<file path="src/rtl/sram_ctl.sv">
module sram_ctl #(
  parameter int AW     = 17,
  parameter int DW     = 8,
  parameter int RD_CYC = 3,
  parameter int WE_CYC = 2,
  parameter int SU_CYC = 2,
  parameter int TA_CYC = 2
) (
  input  logic          clk,
  input  logic          rst_n,
  input  logic          req_valid,
  output logic          req_ready,
  input  logic          req_write,
  input  logic [AW-1:0] req_addr,
  input  logic [DW-1:0] req_wdata,
  output logic          rd_valid,
  output logic [DW-1:0] rd_data,
  output logic          mem_ce_n,
  output logic          mem_we_n,
  output logic          mem_oe_n,
  output logic [AW-1:0] mem_addr,
  output logic [DW-1:0] mem_dq_out,
  input  logic [DW-1:0] mem_dq_in,
  output logic          mem_dq_oe
);

  localparam int PW   = (WE_CYC > SU_CYC) ? WE_CYC : SU_CYC;
  localparam int MX0  = (RD_CYC > PW) ? RD_CYC : PW;
  localparam int MAXC = (MX0 > TA_CYC) ? MX0 : TA_CYC;
  localparam int CW   = $clog2(MAXC + 1) + 1;

  typedef enum logic [2:0] {S_IDLE, S_RD, S_WA, S_WP, S_WH} st_t;

  st_t           st;
  logic [CW-1:0] cnt;
  logic [CW-1:0] oe_hi;
  logic [AW-1:0] addr_q;
  logic [DW-1:0] wd_q;
  logic [DW-1:0] rd_q;
  logic          rv_q;

  assign req_ready  = (st == S_IDLE);
  assign mem_ce_n   = (st == S_IDLE);
  assign mem_oe_n   = (st != S_RD);
  assign mem_we_n   = (st != S_WP);
  assign mem_dq_oe  = (st == S_WP) || (st == S_WH);
  assign mem_addr   = addr_q;
  assign mem_dq_out = wd_q;
  assign rd_valid   = rv_q;
  assign rd_data    = rd_q;

  always_ff @(posedge clk) begin
    if (!rst_n) begin
      st     <= S_IDLE;
      cnt    <= '0;
      oe_hi  <= CW'(TA_CYC);
      addr_q <= '0;
      wd_q   <= '0;
      rd_q   <= '0;
      rv_q   <= 1'b0;
    end else begin
      rv_q <= 1'b0;
      if (st == S_RD)                oe_hi <= '0;
      else if (oe_hi != CW'(TA_CYC)) oe_hi <= oe_hi + 1'b1;
      case (st)
        S_IDLE: if (req_valid) begin
          addr_q <= req_addr;
          wd_q   <= req_wdata;
          cnt    <= '0;
          st     <= req_write ? S_WA : S_RD;
        end
        S_RD: if (cnt == CW'(RD_CYC - 1)) begin
          rd_q <= mem_dq_in;
          rv_q <= 1'b1;
          st   <= S_IDLE;
        end else cnt <= cnt + 1'b1;
        S_WA: if (int'(oe_hi) + 1 >= TA_CYC) begin
          cnt <= '0;
          st  <= S_WP;
        end
        S_WP: if (cnt == CW'(PW - 1)) st <= S_WH;
              else cnt <= cnt + 1'b1;
        S_WH: st <= S_IDLE;
        default: st <= S_IDLE;
      endcase
    end
  end

  logic [CW-1:0] we_run;
  always_ff @(posedge clk) begin
    if (!rst_n)                  we_run <= '0;
    else if (mem_we_n)           we_run <= '0;
    else if (we_run != CW'(MAXC)) we_run <= we_run + 1'b1;
  end

  assert_reset_idle_R1: assert property (@(posedge clk)
    $fell(rst_n) |=> (mem_ce_n && mem_we_n && mem_oe_n && !mem_dq_oe && req_ready));
  assert_we_needs_ce_R2: assert property (@(posedge clk) disable iff (!rst_n)
    !mem_we_n |-> !mem_ce_n);
  assert_rdv_pulse_R3: assert property (@(posedge clk) disable iff (!rst_n)
    rd_valid |=> !rd_valid);
  assert_we_width_R4: assert property (@(posedge clk) disable iff (!rst_n)
    $rose(mem_we_n) |-> (int'(we_run) >= PW && mem_dq_oe));
  assert_addr_hold_R5: assert property (@(posedge clk) disable iff (!rst_n)
    (!mem_ce_n && !$past(mem_ce_n)) |-> $stable(mem_addr));
  assert_no_clash_R6: assert property (@(posedge clk) disable iff (!rst_n)
    mem_dq_oe |-> mem_oe_n);
  assert_release_R7: assert property (@(posedge clk) disable iff (!rst_n)
    $fell(mem_oe_n) |-> !$past(mem_dq_oe));
  assert_busy_R8: assert property (@(posedge clk) disable iff (!rst_n)
    (!mem_oe_n || !mem_we_n) |-> !req_ready);
  assert_strobe_excl_R9: assert property (@(posedge clk) disable iff (!rst_n)
    !(!mem_we_n && !mem_oe_n));

endmodule

</file>
<file path="config.mk">
export PLATFORM = sky130hd
export DESIGN_NAME = sram_ctl
export DESIGN_NICKNAME = d
export VERILOG_FILES = /design/src/rtl/sram_ctl.sv
export SDC_FILE = /design/constraint.sdc
export NUM_CORES = 1
export LEC_CHECK = 0
export ABC_CLOCK_PERIOD_IN_PS = 2000
export BUFFER_PORTS_ARGS = -buffer_cell sky130_fd_sc_hd__buf_2
export CORE_MARGIN = 1
export CORE_UTILIZATION = 27
export CTS_BUF_LIST = sky130_fd_sc_hd__clkbuf_2
export DETAILED_ROUTE_END_ITERATION = 10
export PLACE_DENSITY = 0.56
export SLEW_MARGIN = 5
export SYNTH_ARGS = -nofsm -noshare
export SYNTH_HDL_FRONTEND = slang
export SYNTH_SLANG_ARGS = --single-unit
</file>
<file path="constraint.sdc">
create_clock -name clk -period 2 [get_ports clk]
set_input_delay 0.1 -clock clk [delete_from_list [all_inputs] [get_ports clk]]
set_output_delay 0.1 -clock clk [all_outputs]
set_load 0.03 [all_outputs]
</file>
==> flow_summary.toml, run 1 <==
[die]
rows = 29
dieArea_sq_mm = 0.006847
io_pins = 76
start_util = 0.2788
core_area_sq_mm = 0.006314
die-width_um = 82.75
die_h_um = 82.75

[drt]
postRouteAntennaNets = 0
wl_per_cell_um = 10.49
drt_pre_antenna_iters = 4
vias_per_cell = 4.254
drt_iter0_markers = 57
vias = 1689
drt-total-wl_um = 4165
drc = 0

[synth]
ys_warn_count = 0
synthAdderAreaFrac = 0.04264
synth_xor_area_frac = 0.004975
muxShareOfSynthArea = 0.06326
synth-seq-cells = 43
synth_compound_area_frac = 0.1102
yosysUniqueCellTypes = 30
syn-num-nets = 257
ys_top_cells_by_area = "dfxtp_1 (49%), nand2_1 (13%), a21oi_1 (7.7%), mux2i_1 (5.7%), ha_1 (4.3%)"
synth_top_family_by_area = "simple AND/OR/NAND/NOR gates"
avgSynthCellArea_sq_um = 8.226
yosysSeqAreaShare = 0.4890
synth_top_cell_area_share = 0.4890
synth_edf_count = 0
synthFlopType = "dfxtp_1"
async_reset_ff_frac = 0
synth_top_cell_by_area = "dfxtp_1"
syn-instance-count = 214
synth_area_sq_mm = 0.001760
synthSimpleGateAreaFrac = 0.2360

[critical_path]
crit_family = "simple AND/OR/NAND/NOR gates"
path_cells = "nor2b_1 > nand2_1 > nand2_1 > buf_2"
rr_worst_depth = 6
path_buf_inv = 1
timing.rr.start = "cnt[0]"
startpoint = "st[0]"
required_ns = 1.90
cp.depth = 4
cp.arrival_ns = 1.63
cp_max_fo = 8
cp_slowest_stage_delay_ns = 0.51
endpoint_kind = "output pin"
crit_top_cell = "nand2_1"
path_class = "register to output pin"
critical_path.slowest_cell = "dfxtp_1"
start_kind = "register"

[pwr]
p_leak_uw = 0.001254
power_density_mw_per_mm2 = 889.7
max-vdd-ir-drop_v = 0.0003895

[cts]
cts_tree = "done"
clock_latency_ns = 0.37
cts_resized = 0
hold_buffers = 34
htree_levels = 2
cts_sinks = 43
postCtsSetupRepairBufs = 0
path_clk_slew_ns = 0.20
cts-root-buf = "clkbuf_2"
cts_buffers = 5
clk_path_buf_depth = 2

[placed_design]
dp_hpwl_um = 2658
dpl.cell_count = 356
routabilityCongestion = 0.7533
port_buffers = 75

[global_routing]
overflow = 0
grt_first_pass_wirelength_um = 6099
grt_max_degree = 35
antenna_found_initial = 0
track_usage = 0.1183
grt_pass1_vias = 1405

[run_status]
status = "complete, no violations"

[final_layout]
finalNonFillerCells = 397
drive_gt1_frac = 0.2781
antenna_cells = 0
fin_nets = 363
final_cell_mix = "buf_2 (75), nand2_1 (63), dfxtp_1 (43), dlygate4sd3_1 (34), a21oi_1 (27)"
mostFrequentLayoutCell = "buf_2"
multiInputGateArea_sq_um = 804.5
regArea_sq_um = 860.8
fillers = 657
area_delta_synth_final_pct = 47.12

[timing]
finClkSkew_ns = 0.009431
period_share = 0.8663
maxSlewViolCount = 0
rsz0062_at_grt = "false"
max_freq_ghz = 0.5772
slew_headroom = 0.7606
tightest_slew_ns = 0.3554
setup_violations = 0
fin_tns_setup_ns = 0
hold_viol = 0
final.min_clock_period_ns = 1.733

[run]
cap_violations = 0

[worst_hold_path]
hp-class = "input pin to register"
whs_path_depth = 3
hp-start = "req_write"
-- registers in the layout (all words and copies together) (netlist names) --
register / cells
mem_addr: 17
oe_hi: 3
mem_dq_out: 8
rd_data: 8
cnt: 3
rd_valid: 1
st: 3
-- cells in the mapped netlist, types with 2 or more instances --
master,n
o21ai_0,2
inv_1,7
nand2_1,63
nor2b_1,3
nor3_1,4
o211ai_1,2
dfxtp_1,43
mux2i_1,10
nand3_1,3
buf_2,4
ha_1,6
clkbuf_1,7
a21oi_1,27
and2_1,2
nor2_1,16
-- logic make-up (layout without fill, tap and decap cells) --
family / after synthesis / count (layout)
and+or+nand+nor: 97 / 97
DFF: 43 / 43
AOI/OAI and AO/OA: 35 / 35
buffers and inverters: 21 / 127
muxes: 11 / 11
adders and majority gates: 6 / 6
xor gates and xnor gates: 1 / 1
-- power by group --
part,internal [uW],switching [uW]
clock,211,260
combinational,309,485
sequential,955,83.9
-- layout make-up --
class / count / area share
Clock inverter: 1 / 0.01159
Sequential cell: 43 / 0.3324
Clock buffer: 6 / 0.01159
Inverter: 8 / 0.01159
Multi-Input combinational cell: 150 / 0.3106
Tap cell: 77 / 0.03720
Timing Repair Buffer: 112 / 0.2850
-- stage by stage --
step                      utilization  setup WS, ns  hold slack, ns  total power [uW]  instance area [sq um]
after global routing           0.4102        0.1311         0.01650              2487                   2590
after global placement         0.3468        0.4026          0.3318              1799                   2190
final                          0.4102        0.2674         0.04086              2304                   2590
after CTS                      0.4102        0.2296        0.008011              2354                   2590
after floorplan                     -        0.2552          0.2360              1609                   1760
after detailed placement       0.3468        0.3395          0.3378              1809                   2190
-- worst min-delay path, stage by stage --
cell and delay, ns:
buf_2 0.09, o21ai_0 0.12, o31ai_1 0.08
-- per-layer routing --
| metal | GRT usage | wire length (um) |
|---|---|---|
| met2 | 0.2139 | 1982 |
| met5 | 0 | 0 |
| met1 | 0.1306 | 1918 |
| met3 | 0.03077 | 226 |
| met4 | 0.04655 | 38 |
-- final timing paths --
check	to	slack [ns]
max	mem_dq_oe	0.27
min	st[1]	0.04
max reg2reg	cnt[0]	0.31
min reg2reg	mem_addr[3]	0.46
Power figures use the tool's default switching activity.
==> run 2, diff against run 1 <==
--- a/config.mk
+++ b/config.mk
@@ -7,7 +7,7 @@
 export LEC_CHECK = 0
 export ABC_CLOCK_PERIOD_IN_PS = 2000
 export BUFFER_PORTS_ARGS = -buffer_cell sky130_fd_sc_hd__buf_2
-export CORE_MARGIN = 1
+export CORE_MARGIN = 5
 export CORE_UTILIZATION = 27
 export CTS_BUF_LIST = sky130_fd_sc_hd__clkbuf_2
 export DETAILED_ROUTE_END_ITERATION = 10
@@ -16,3 +16,4 @@
 export SYNTH_ARGS = -nofsm -noshare
 export SYNTH_HDL_FRONTEND = slang
 export SYNTH_SLANG_ARGS = --single-unit
+export TNS_END_PERCENT = 50
==> run 2 against run 1 <==
Register-to-register slack got worse by 0.02 ns. Clock skew rose by 0.011 ns. Die area rose by 20%. Cell count rose by 0.76%. Sequential power barely moved. Largest cell class unchanged. Routed wire length rose by 9.9%. Non-clock buffer count rose by 2. Flip-flop and latch count did not move. Clock-buffer cell count did not move. Critical path depth did not move. Critical endpoint unchanged. Largest power group unchanged.
==> flow_summary.toml, run 2 (synthesis gave the netlist of run 1 again) <==
[critical_path]
start_kind = "register"
crit_top_cell = "nand2_1"
cp_max_fo = 8
path_class = "register to output pin"
critical_path.slowest_cell = "dfxtp_1"
regToRegSetupSlack_ns = 0.29
cp_slowest_stage_delay_ns = 0.52
required_ns = 1.90
timing.rr.start = "cnt[0]"
rr_endpoint = "cnt[0]"
rr_worst_depth = 6
cp.arrival_ns = 1.65
path_cells = "nor2b_1 > nand2_1 > nand2_1 > buf_2"
endpoint_kind = "output pin"

[die]
io_pins = 76
rows = 29
start_util = 0.2772
die-width_um = 90.75
die_h_um = 90.75
dieArea_sq_mm = 0.008235
core_area_sq_mm = 0.006350

[pwr]
power_density_mw_per_mm2 = 850.7
p_leak_uw = 0.001253
pwr-share-clk = 0.166
p_switching_uw = 847.2
intPower_uw = 1356
power_frac_comb = 0.363
seqPwrFrac = 0.471
max-vdd-ir-drop_v = 0.0003481
p_sw_frac = 0.3845

[worst_hold_path]
whs_path_depth = 4
holdPathEnd = "st[0]"
hp-start = "req_valid"
hp-class = "input pin to register"

[final_layout]
finalInstanceArea_sq_mm = 0.002590
mostFrequentLayoutCell = "buf_2"
largest_reg_flops = 17
area_delta_synth_final_pct = 47.12
fillers = 628
fin_nets = 365
antenna_cells = 0
drive_gt1_frac = 0.2817
final_cell_mix = "buf_2 (75), nand2_1 (63), dfxtp_1 (43), dlygate4sd3_1 (35), a21oi_1 (27)"

[drt]
drc = 0
postRouteAntennaNets = 0
vias = 1732
wl_per_cell_um = 11.45
drt-total-wl_um = 4578
drt_pre_antenna_iters = 4
vias_per_cell = 4.330
drt_iter0_markers = 46

[global_routing]
antenna_found_initial = 0
grt_max_degree = 26
grt_first_pass_wirelength_um = 7907
grt_pass1_vias = 1633
overflow = 0
track_usage = 0.1140

[run_status]
status = "complete, no violations"

[timing]
slew_headroom = 0.7819
fin_tns_setup_ns = 0
finClkSkew_ns = 0.02008
rsz0062_at_grt = "false"
setup_violations = 0
final.min_clock_period_ns = 1.749
final_critical_path_setup_slack_ns = 0.2514
period_share = 0.8743
tightest_slew_ns = 0.3237
hold_viol = 0
max_freq_ghz = 0.5719
maxSlewViolCount = 0

[run]
cap_violations = 0

[cts]
htree_levels = 2
cts_resized = 0
cts_buffers = 5
clk_path_buf_depth = 2
cts_sinks = 43
clock_latency_ns = 0.39
cts-root-buf = "clkbuf_2"
cts_tree = "done"
path_clk_slew_ns = 0.23
hold_buffers = 35
postCtsSetupRepairBufs = 0

[placed_design]
pre_cts_ws_ns = 0.3333
dp_hpwl_um = 3131
dpl_cell_area_sq_mm = 0.002197
routabilityCongestion = 0.7613
port_buffers = 75
==> run 2: changes by cell type in the layout (fill, tap and decap cells not counted), sizes merged <==
cell | before | now
dlygate4sd3 | 34 | 35
clkinv | 1 | 2
buf | 78 | 79
bufinv | 1 | 0
clkinvlp | 0 | 1
==> run 2: worst max-delay path by stage <==
| stage | start | end | slack (ns) | cells after the start |
|---|---|---|---|---|
| floorplan | st[1] | mem_addr[0] | 0.26 | 6 |
| global placement | cnt[0] | cnt[1] | 0.41 | 6 |
| detailed placement | cnt[0] | cnt[0] | 0.33 | 6 |
| CTS | st[0] | mem_dq_oe | 0.20 | 4 |
| global route | st[0] | mem_dq_oe | 0.06 | 4 |
| finish | st[0] | mem_dq_oe | 0.25 | 4 |
==> run 2: metrics by stage <==
step                hold WS [ns]  std cells  power [uW]    util
CTS                       0.1360        400        2244  0.4079
finish                    0.1725        400        2203  0.4079
floorplan                 0.2360        214        1609       -
detailed placement        0.3408        357        1811  0.3460
global placement          0.3314        357        1804  0.3460
global route              0.1650        400        2393  0.4079
==> run 2: worst max-delay path, delay by kind of cell (launching register included) <==
kind | cells | cell delay (ns)
buffers and inverters | 1 | 0.19
AND/OR/NAND/NOR | 3 | 0.53
flip-flops | 1 | 0.52
==> run 2: power by group through the flow <==
| stage | combinational (uW) | sequential, uW | clock [uW] |
|---|---|---|---|
| floorplan | 459 | 1150 | 0 |
| global placement | 749 | 1050 | 0 |
| detailed placement | 754 | 1060 | 0 |
| CTS | 809 | 1040 | 397 |
| global route | 906 | 1050 | 434 |
| finish | 799 | 1040 | 367 |
==> run 2: layout make-up <==
class,count,area [sq um],area share
Sequential cell,43,860.8,0.3324
Multi-Input combinational cell,150,804.5,0.3106
Timing Repair Buffer,114,755.7,0.2918
Tap cell,77,96.34,0.03720
Clock buffer,6,30.03,0.01159
Inverter,8,30.03,0.01159
Clock inverter,2,12.51,0.004831
==> run 2: layer usage <==
metal / routed length, um / GRT usage / vias to the layer above / share of wire
met2: 2192 / 0.1810 / 49 / 0.48
met3: 371 / 0.04583 / 4 / 0.081
met5: 0 / 0 / - / 0
met1: 1971 / 0.1413 / 770 / 0.43
met4: 42 / 0.03350 / 0 / 0.0092
li1: - / - / 909 / -
==> run 3, diff against run 2 <==
--- a/config.mk
+++ b/config.mk
@@ -6,13 +6,13 @@
 export NUM_CORES = 1
 export LEC_CHECK = 0
 export ABC_CLOCK_PERIOD_IN_PS = 2000
-export BUFFER_PORTS_ARGS = -buffer_cell sky130_fd_sc_hd__buf_2
+export CORE_ASPECT_RATIO = 0.5
 export CORE_MARGIN = 5
 export CORE_UTILIZATION = 27
 export CTS_BUF_LIST = sky130_fd_sc_hd__clkbuf_2
 export DETAILED_ROUTE_END_ITERATION = 10
-export PLACE_DENSITY = 0.56
-export SLEW_MARGIN = 5
+export DONT_BUFFER_PORTS = 1
+export PLACE_DENSITY = 0.46
 export SYNTH_ARGS = -nofsm -noshare
 export SYNTH_HDL_FRONTEND = slang
 export SYNTH_SLANG_ARGS = --single-unit
==> run 3 against run 2 <==
Cell area decreased by 13%. Sequential share of layout area rose by 4.9 points. Total power increased by 1.1%. First-iteration DRC count fell by 4.3%. Via count fell by 16%. Clock power is 28% higher. Critical path depth is 1 lower. Utilization down 4.5 points. Die area rose by 1.2%. Clock skew down 0.015 ns.
==> flow_summary.toml, run 3 (synthesis gave the netlist of run 1 again) <==
[timing]
setup_violations = 0
maxSlewViolCount = 0
fin_tns_setup_ns = 0
finClkSkew_ns = 0.004811
tightest_slew_ns = 0.8696
max_freq_ghz = 0.5621
slew_headroom = 0.4167
period_share = 0.8896
final_critical_path_setup_slack_ns = 0.2209
hold_viol = 0
final.min_clock_period_ns = 1.779
rsz0062_at_grt = "false"

[cts]
clock_latency_ns = 0.37
cts_buffers = 5
clk_path_buf_depth = 2
path_clk_slew_ns = 0.20
cts-root-buf = "clkbuf_2"
cts_sinks = 43
cts_tree = "done"
htree_levels = 2
postCtsSetupRepairBufs = 0

[placed_design]
dp_hpwl_um = 2904
dpl.cell_count = 293
routabilityCongestion = 0.7923
port_buffers = 0
pre_cts_ws_ns = 0.3557

[die]
dieArea_sq_mm = 0.008333
core_area_sq_mm = 0.006206
io_pins = 76
start_util = 0.2837
rows = 20
die-width_um = 124.2
die_h_um = 67.10

[drt]
wl_per_cell_um = 12.57
wl_met1_um = 1650
wl_met3_um = 277
drt_pre_antenna_iters = 4
vias_per_cell = 4.315
drt-total-wl_um = 4222
vias = 1450
drc = 0
postRouteAntennaNets = 0
top_layer = "met4"
dr_wl_met2_um = 2266
drt_iter0_markers = 44

[global_routing]
antenna_found_initial = 0
grt_first_pass_wirelength_um = 6589
grt_pass1_vias = 1421
track_usage = 0.1026
overflow = 0
grt_max_degree = 35

[worst_hold_path]
hp-class = "input pin to register"

[critical_path]
start_kind = "register"
cp.arrival_ns = 1.68
required_ns = 1.90
endpoint_kind = "output pin"
path_class = "register to output pin"
cp_max_fo = 8

[final_layout]
final_cell_mix = "nand2_1 (61), dfxtp_1 (43), dlygate4sd3_1 (35), a21oi_1 (27), nor2_1 (16)"
area_delta_synth_final_pct = 28.07
mostFrequentLayoutCell = "nand2_1"
largest_reg_flops = 17
finalNonFillerCells = 336
fin_nets = 290
regArea_sq_um = 860.8
antenna_cells = 0
fillers = 646
drive_gt1_frac = 0.06855
multiInputGateArea_sq_um = 809.5

[pwr]
max-vdd-ir-drop_v = 0.0002279
p_leak_uw = 0.0009226
power_density_mw_per_mm2 = 988.3

[run]
cap_violations = 0

[run_status]
status = "complete, no violations"
==> run 3: timing repair <==
action / 4_1_cts / 5_1_grt
hold endpoints to repair: 42 / 0
hold buffers: 35 / 0
setup endpoints to repair: 0 / 1
resized for setup: 0 / 2
==> run 3: final cells by class <==
cell class / instances / share of cell area
flip-flops and latches: 43 / 0.3818
inverters: 8 / 0.01332
multi-input cells: 150 / 0.3590
clock inverters: 3 / 0.01720
clock buffers: 5 / 0.01110
well taps: 88 / 0.04883
repair buffers: 39 / 0.1687
==> run 3: report_power, final <==
part           switching, uW  internal (uW)
sequential               214            955
combinational            341            247
clock                    264            206
==> run 3: path summary, 6_finish.rpt <==
path	startpoint	to	slack [ns]	cells past startpoint
setup / recovery	st[0]	mem_dq_oe	0.22	3
hold / removal	req_valid	st[0]	0.10	3
setup reg to reg	cnt[0]	cnt[0]	0.35	6
hold reg to reg	cnt[2]	st[2]	0.50	1
==> run 3: routing by layer <==
layer | track usage | vias up
met2 | 0.1962 | 33
li1 | - | 754
met5 | 0 | -
met1 | 0.1039 | 661
met3 | 0.03817 | 2
met4 | 0.03274 | 0
==> run 3: through the flow <==
stage                     utilization  power [uW]  hold slack, ns  area, sq um
after floorplan                     -        1609          0.2360         1760
after global placement         0.2958        1707          0.1651         1836
after detailed placement       0.2958        1723          0.1749         1836
after CTS                      0.3625        2272         0.04775         2250
after global routing           0.3633        2392         0.08558         2255
final                          0.3633        2228          0.1039         2255
==> run 3: critical path, stage by stage (launching register included) <==
cell,delay [ns]
dfxtp_1,0.52
nor2b_1,0.36
nand2_2,0.23
nand2_2,0.21
